### config.mk
export PLATFORM = sky130hd
export DESIGN_NAME = rsv_snoop_filter
export DESIGN_NICKNAME = d
export VERILOG_FILES = /design/src/rtl/rsv_filter_pkg.sv /design/src/rtl/rsv_line_cmp.sv /design/src/rtl/rsv_state.sv /design/src/rtl/rsv_resp.sv /design/src/rtl/rsv_snoop_filter.sv
export SDC_FILE = /design/constraint.sdc
export NUM_CORES = 1
export LEC_CHECK = 0
export ABC_AREA = 1
export CORE_MARGIN = 5
export CORE_UTILIZATION = 45
export DETAILED_ROUTE_END_ITERATION = 6
export HOLD_SLACK_MARGIN = 0.08
export MAX_ROUTING_LAYER = met4
export PLACE_DENSITY = 0.85
export SLEW_MARGIN = 0
export SYNTH_ARGS = -nofsm -noshare
export SYNTH_HDL_FRONTEND = slang
export SYNTH_HIERARCHICAL = 1
export SYNTH_SLANG_ARGS = --single-unit
### constraint.sdc
create_clock -name clk -period 1.5 [get_ports clk]
set_input_delay 0.3 -clock clk [delete_from_list [all_inputs] [get_ports clk]]
set_output_delay 0.3 -clock clk [all_outputs]
set_load 0.02 [all_outputs]
### src/rtl/rsv_filter_pkg.sv
package rsv_filter_pkg;

  typedef enum logic [1:0] {
    CPU_RD_ATOMIC = 2'b00,
    CPU_SET_RSV   = 2'b01,
    CPU_STCX_CLR  = 2'b10,
    CPU_OTHER     = 2'b11
  } cpu_kind_e;

  typedef enum logic [1:0] {
    SNP_READ  = 2'b00,
    SNP_RWITM = 2'b01,
    SNP_WRITE = 2'b10,
    SNP_KILL  = 2'b11
  } snp_kind_e;

  // Snoop types that can destroy a held reservation.
  function automatic logic kills_rsv(input snp_kind_e k);
    return k != SNP_READ;
  endfunction

endpackage

### src/rtl/rsv_line_cmp.sv
module rsv_line_cmp #(
  parameter int LW = 27
) (
  input  logic          held_ok,
  input  logic [LW-1:0] held_line,
  input  logic          probe_ok,
  input  logic [LW-1:0] probe_line,
  output logic          hit
);
  function automatic logic same_line(input logic [LW-1:0] a, input logic [LW-1:0] b);
    return a == b;
  endfunction

  assign hit = held_ok && probe_ok && same_line(held_line, probe_line);
endmodule

### src/rtl/rsv_state.sv
module rsv_state #(
  parameter int LW = 27
) (
  input  logic          clk,
  input  logic          rst_n,
  input  logic          set_en,
  input  logic [LW-1:0] set_line,
  input  logic          clr_en,
  output logic          valid,
  output logic [LW-1:0] line
);
  // Set takes priority over any clear in the same cycle.
  always_ff @(posedge clk) begin
    if (!rst_n) begin
      valid <= 1'b0;
      line  <= '0;
    end else if (set_en) begin
      valid <= 1'b1;
      line  <= set_line;
    end else if (clr_en) begin
      valid <= 1'b0;
    end
  end
endmodule

### src/rtl/rsv_resp.sv
module rsv_resp #(
  parameter int W = 3
) (
  input  logic         clk,
  input  logic         rst_n,
  input  logic [W-1:0] d,
  output logic [W-1:0] q
);
  always_ff @(posedge clk) begin
    if (!rst_n) q <= '0;
    else        q <= d;
  end
endmodule

### src/rtl/rsv_snoop_filter.sv
module rsv_snoop_filter
  import rsv_filter_pkg::*;
#(
  parameter int AW         = 32,
  parameter int LINE_BYTES = 32
) (
  input  logic          clk,
  input  logic          rst_n,
  input  logic          cpu_valid,
  input  logic [1:0]    cpu_kind,
  input  logic [AW-1:0] cpu_addr,
  input  logic          cpu_aack,
  input  logic          cpu_rsv_ind,
  input  logic          snp_valid,
  input  logic [1:0]    snp_kind,
  input  logic [AW-1:0] snp_addr,
  input  logic          fill_valid,
  input  logic [AW-1:0] fill_addr,
  output logic          snp_retry,
  output logic          snp_fwd,
  output logic          fill_shared
);
  localparam int OFS    = $clog2(LINE_BYTES);
  localparam int LW     = AW - OFS;
  localparam int NPROBE = 2;

  cpu_kind_e ck;
  snp_kind_e sk;
  assign ck = cpu_kind_e'(cpu_kind);
  assign sk = snp_kind_e'(snp_kind);

  logic [LW-1:0] cpu_line, pend_line, rsv_line;
  logic          aack_d, rsv_valid;
  logic          unused_ofs;
  assign cpu_line   = cpu_addr[AW-1:OFS];
  assign unused_ofs = ^{cpu_addr[OFS-1:0], snp_addr[OFS-1:0], fill_addr[OFS-1:0]};

  // Read-atomic address capture and acknowledge delay.
  always_ff @(posedge clk) begin
    if (!rst_n) begin
      pend_line <= '0;
      aack_d    <= 1'b0;
    end else begin
      if (cpu_valid && ck == CPU_RD_ATOMIC) pend_line <= cpu_line;
      aack_d <= cpu_aack;
    end
  end

  // Named internal events.
  logic          set_txn, set_latch, set_evt, stcx_evt, kill_evt, clr_evt;
  logic [LW-1:0] set_line;
  logic          snp_hit, fill_hit;

  assign set_txn   = cpu_valid && ck == CPU_SET_RSV;
  assign set_latch = aack_d && cpu_rsv_ind;
  assign set_evt   = set_txn || set_latch;
  assign set_line  = set_txn ? cpu_line : pend_line;
  assign stcx_evt  = cpu_valid && ck == CPU_STCX_CLR;
  assign kill_evt  = snp_hit && kills_rsv(sk);
  assign clr_evt   = stcx_evt || kill_evt;

  // Probe comparators: index 0 snoop, index 1 fill.
  logic [NPROBE-1:0]         probe_ok, probe_hit;
  logic [NPROBE-1:0][LW-1:0] probe_line;
  assign probe_ok[0]   = snp_valid;
  assign probe_line[0] = snp_addr[AW-1:OFS];
  assign probe_ok[1]   = fill_valid;
  assign probe_line[1] = fill_addr[AW-1:OFS];

  for (genvar g = 0; g < NPROBE; g++) begin : g_cmp
    rsv_line_cmp #(.LW(LW)) u_cmp (
      .held_ok    (rsv_valid),
      .held_line  (rsv_line),
      .probe_ok   (probe_ok[g]),
      .probe_line (probe_line[g]),
      .hit        (probe_hit[g])
    );
  end
  assign snp_hit  = probe_hit[0];
  assign fill_hit = probe_hit[1];

  rsv_state #(.LW(LW)) u_state (
    .clk      (clk),
    .rst_n    (rst_n),
    .set_en   (set_evt),
    .set_line (set_line),
    .clr_en   (clr_evt),
    .valid    (rsv_valid),
    .line     (rsv_line)
  );

  logic [2:0] resp_d, resp_q;
  assign resp_d = {fill_hit, kill_evt, snp_hit};

  rsv_resp #(.W(3)) u_resp (
    .clk   (clk),
    .rst_n (rst_n),
    .d     (resp_d),
    .q     (resp_q)
  );

  assign snp_retry   = resp_q[0];
  assign snp_fwd     = resp_q[1];
  assign fill_shared = resp_q[2];
endmodule

=== After elaboration in Yosys (flattened, before gate mapping) ===
Index checks and enable logic that the tools add are counted.

* Register bits after elaboration: 59
* Output and inout bits: 3
* Word-level logic and storage cells: 26

* Eq/ne operators: 4
* Muxes and demuxes: 3
* Reduce and logical (&&, ||, !) cells: 14

{| class="wikitable"
|+ Operator list
! operator !! number
|-
| $eq A27 B27 Y1 || 2
|-
| $mux W27 || 1
|-
| $logic_and A1 B1 Y1 || 9
|-
| $reduce_bool A2 Y1 || 2
|-
| $eq A2 B1 Y1 const B || 1
|-
| $eq A2 B2 Y1 const B || 1
|-
| $logic_not A2 Y1 || 1
|-
| $logic_or A1 B1 Y1 || 2
|-
| $mux W1 || 2
|}

=== Logic depth before layout (Yosys ltp) ===
* Depth in word-level cells: 6
* Mapped depth: 13

=== Hierarchy ===
The synthesis kept the hierarchy.

{| class="wikitable"
|+ Modules (own cells, without submodules)
! module !! instances !! cells an instance !! area an instance (um^2)
|-
| rsv_snoop_filter || 1 || 246 || 1725.4
|-
| rsv_line_cmp || 2 || 159 || 606.8
|-
| rsv_state || 1 || 122 || 1006.0
|-
| rsv_resp || 1 || 9 || 82.6
|}

=== Worst setup path before layout ===
OpenSTA, ideal clock, no wires.

* Path kind: input-to-reg
* Start: input port cpu_kind[1]
* End: register u_state.line[23]
* Arrival: 1.172 ns
* Required time: 1.384 ns
* Path slack: 0.212 ns
* Stages on the path: 8
* Path buffers: 3
* Path through: nand3b_4 > buf_6 > nand2_1 > buf_6 > inv_8 > buf_6 > nor2_1 > nor2_1

* Longest elaborated chain between the ends: 3

{| class="wikitable"
|+ RTL lines
! element !! RTL line !! RTL
|-
| start: declaration || rsv_snoop_filter.sv:10 || <nowiki>input logic [1:0] cpu_kind,</nowiki>
|-
| $eq A2 B1 Y1 || rsv_snoop_filter.sv:54 || <nowiki>assign set_txn = cpu_valid && ck == CPU_SET_RSV;</nowiki>
|-
| $logic_and A1 B1 Y1 || rsv_snoop_filter.sv:54 ||
|-
| $logic_or A1 B1 Y1 || rsv_snoop_filter.sv:56 || <nowiki>assign set_evt = set_txn || set_latch;</nowiki>
|-
| via set_evt || rsv_snoop_filter.sv:50 || <nowiki>logic set_txn, set_latch, set_evt, stcx_evt, kill_evt, clr_evt;</nowiki>
|-
| end signal: assignment || rsv_state.sv:19 || <nowiki>line <= set_line;</nowiki>
|-
| end: declaration || rsv_state.sv:10 || <nowiki>output logic [LW-1:0] line</nowiki>
|}

The timed path passes the listed nets, and every way through them passes these cells.
A chain may end at the register's enable or synchronous reset.

=== Final worst setup path ===
* Start: input port snp_addr[25]
* End: register u_state.valid

* Longest elaborated chain between the ends: 5

{| class="wikitable"
|+ RTL lines
! element !! RTL line !! RTL
|-
| start: declaration || rsv_snoop_filter.sv:16 || <nowiki>input logic [AW-1:0] snp_addr,</nowiki>
|-
| $eq A27 B27 Y1 || rsv_line_cmp.sv:11 || <nowiki>return a == b;</nowiki>
|-
| $logic_and A1 B1 Y1 || rsv_line_cmp.sv:14 || <nowiki>assign hit = held_ok && probe_ok && same_line(held_line, probe_line);</nowiki>
|-
| via snp_hit || rsv_snoop_filter.sv:52 || <nowiki>logic snp_hit, fill_hit;</nowiki>
|-
| $logic_and A1 B1 Y1 || rsv_snoop_filter.sv:59 || <nowiki>assign kill_evt = snp_hit && kills_rsv(sk);</nowiki>
|-
| $logic_or A1 B1 Y1 || rsv_snoop_filter.sv:60 || <nowiki>assign clr_evt = stcx_evt || kill_evt;</nowiki>
|-
| via clr_evt || rsv_snoop_filter.sv:50 ||
|-
| $reduce_bool A2 Y1 (no line) || n/a ||
|-
| end signal: assignment || rsv_state.sv:15 || <nowiki>valid <= 1'b0;</nowiki>
|-
| end signal: assignment || rsv_state.sv:18 || <nowiki>valid <= 1'b1;</nowiki>
|-
| end signal: assignment || rsv_state.sv:21 || <nowiki>valid <= 1'b0;</nowiki>
|-
| end: declaration || rsv_state.sv:9 || <nowiki>output logic valid,</nowiki>
|}

The timed path passes the listed nets, and every way through them passes these cells.

==> flow_summary_export.csv <==
group,metric,value,unit
synthesis,synth_top_flop_cell,"dfxtp_1",
die,initial_core_util,46.2,%
sta,fmax,682,MHz
synthesis,synthMuxAreaShare,0,%
flow_run,max_cap_violations,0,
finish,stdcell_count,915,
placement,dpl_cell_area,5170,um^2
sta,fin_skew,5.39,ps
cts,cts.sinks,59,
finish,antenna_cells,0,
synthesis,synth_top_area_share,29.3,%
synthesis,syn_nets,802,
die,die_area,10900,um^2
cts,cts_buffer_depth,2,
die,die_h,105,um
min_path,min_path_type,"in -> reg",
placement,dp_cells,899,
power,power_density,735,nW/um^2
setup_path,cp-start-kind,"input pin",
cts,cts_root_buf,"clkbuf_8",
sta,slew_violations,0,
grt,grt_pass1_vias,3692,
sta,finalCritPeriodShare,97.8,%
routing,ant_nets,0,
synthesis,synth-adder-area-share,0,%
routing,via_count,4164,
synthesis,synth_area_leaders,"dfxtp_1, nand2_1, inv_1",
grt,grt_usage,18.9,%
setup_path,critPathBufInv,3,
synthesis,syn_avg_cell_area,5.80,um^2
setup_path,ff2ff_path_depth,13,
cts,cts_hold_buf,0,
synthesis,synth_compound_area_share,13.2,%
sta,fin_crit,1470,ps
cts,h-tree-depth,3,
placement,place_congestion,0.864,
placement,pre_cts_ws,-338,ps
die,std_cell_rows,34,
synthesis,synth-simple-area-share,37.0,%
finish,nets,910,
die,coreArea,8720,um^2
synthesis,synth_cell_type_count,20,
finish,final_common_cell,"nand2_1",
synthesis,syn_area,4030,um^2
synthesis,yosys_register_bits,59,
grt,grt_pass1_wl,16800,um
power,vdd_ir_drop_max,0.501,mV
setup_path,cp_cell_sequence,"clkdlybuf4s50_1 > inv_1 > nand2_1 > nand2_1 > nor2_1 > nand2_1 > nor2_1 > nand2_1 > nor2_2 > o21ai_2 > nand2_1 > inv_1 > nand2_1 > a21oi_2",
die,die_x,105,um
setup_path,cpMaxStageDelayCell,"clkdlybuf4s50_1",
cts,clkTransAtPathRegs,60,ps
synthesis,yosys.area.top_type,"dfxtp_1",
min_path,hold_depth,4,
synthesis,synth_xor_xnor_area_share,0.435,%
routing,dr.pass1.iters,5,
sta,fin_tns_setup,0,ps
setup_path,crit_fanout,2,
cts,cts_buffers,9,
routing,wl_per_cell,11.1,um
synthesis,yosysSeqAreaShare,29.3,%
routing,routed_wl,10200,um
cts,cts_tree,"yes",
setup_path,slowest_delay,470,ps
synthesis,synth_top_family_by_area,"simple AND/OR/NAND/NOR gates",
setup_path,crit_path_frequent_cell,"nand2_1",
setup_path,critPathKind,"in -> reg",
grt,overflow,0,
cts,clock_latency,330,ps
setup_path,critPathArrivalTime,1700,ps
finish,areaGrowthSynthToFinish,34.3,%
synthesis,yosys_warnings,6,
routing,via_per_inst,4.55,
sta,hold_viol,0,
grt,antenna_found_initial,0,
finish,design_area,5410,um^2
grt,grt_max_degree,60,
sta,rsz0062_at_grt,"true",
sta,finalSetupViolations,0,
placement,dp_hpwl,7670,um
sta,slew_headroom,64.9,%
power,leakage,2.91,nW
setup_path,r2r_setup_slack,80,ps
sta,holdWs,414,ps
synthesis,syn_inst,695,
setup_path,critPathRequiredTime,1730,ps
finish,mostFrequentLayoutCells,"nand2_1, inv_1, nor2_1",
sta,setup_slack,33.3,ps
setup_path,crit_cells,14,
setup_path,end_kind,"flip-flop",
routing,drt_iter0_drc,340,
synthesis,synth_edf_count,0,
die,io_pins,110,
finish,final_layout_size_suffix_gt1_share,12.3,%
routing,detail_route.drc_violations,0,
synthesis,async_flop_share,0,%
setup_path,critPathTopFamily,"simple AND/OR/NAND/NOR gates",
finish,fillers,787,
outcome,status,"finished, final reports clean",
sta,worstMarginPinSlew,527,ps
placement,io_buffers,94,
layout make-up:
type	count	area [um^2]	area share, %
Clock buffer	12	145	2.68
Clock inverter	3	15.0	0.278
Inverter	143	544	10.1
Multi-Input combinational cell	466	2050	37.8
Sequential cell	59	1210	22.4
Tap cell	108	135	2.50
Timing Repair Buffer	124	1310	24.2
cell families (layout without fill, tap and decap cells):
kind of cell | count (synthesis) | after routing
AOI/OAI and AO/OA | 85 | 85
xor gates and xnor gates | 2 | 2
buffers and inverters | 170 | 282
DFF | 59 | 59
and+or+nand+nor | 379 | 379
worst paths after layout:
check                                             endpoint                           from
worst max-delay path            u_state/valid$_SDFFE_PN0P_                   snp_addr[25]
worst min-delay path                     aack_d$_SDFF_PN0_                          rst_n
worst max register to register  u_state/valid$_SDFFE_PN0P_  u_state/line[18]$_SDFFE_PN0P_
worst min register to register  pend_line[10]$_SDFFE_PN0P_     pend_line[10]$_SDFFE_PN0P_
cell usage after synthesis (4+ instances only):
library cell  count
dfxtp_1          59
a21oi_1          27
buf_4             5
buf_2             4
nor2_1          113
o21ai_1           8
inv_1           142
nand2_1         232
buf_6            17
o21ai_2          27
o21ai_0          22
nand3_1          29
worst min-delay path: cells and delay by family:
family,cells,cell delay (ps)
buf+inv,3,320
simple gates,1,80
per-stage QoR:
stage	total power [W]	util, %
after global routing	0.00422	62.0
after detailed placement	0.00277	59.3
after CTS	0.00400	61.2
final	0.00397	62.0
after global placement	0.00276	59.3
after floorplan	0.00235	-
where the power goes:
part / leakage [nW] / switching (W) / internal [W] / total [W]
logic: 2.33 / 0.000486 / 0.000512 / 0.000997
clock network: 0.0860 / 0.000594 / 0.000627 / 0.00122
registers: 0.491 / 0.0000907 / 0.00167 / 0.00176
metal layers:
layer  vias to the layer above  wire length, um  global-route usage, %
met3                        15              728                   4.32
met1                      1770             4840                   26.4
li1                       2260                -                      -
met2                       119             4510                   27.9
met4                         0              118                   4.66
met5                         -                0                      -
repair_timing:
action,4_1_cts,5_1_grt
endpoints found under the setup margin,4,2
setup buffers,0,1
resized for setup,7,36
pin swaps,0,12
registers in the layout, summed over array words and instances (netlist names):
register	flops
pend_line	27
aack_d	1
u_state/valid	1
u_resp/q	3
u_state/line	27
Power figures use the tool's default switching activity.
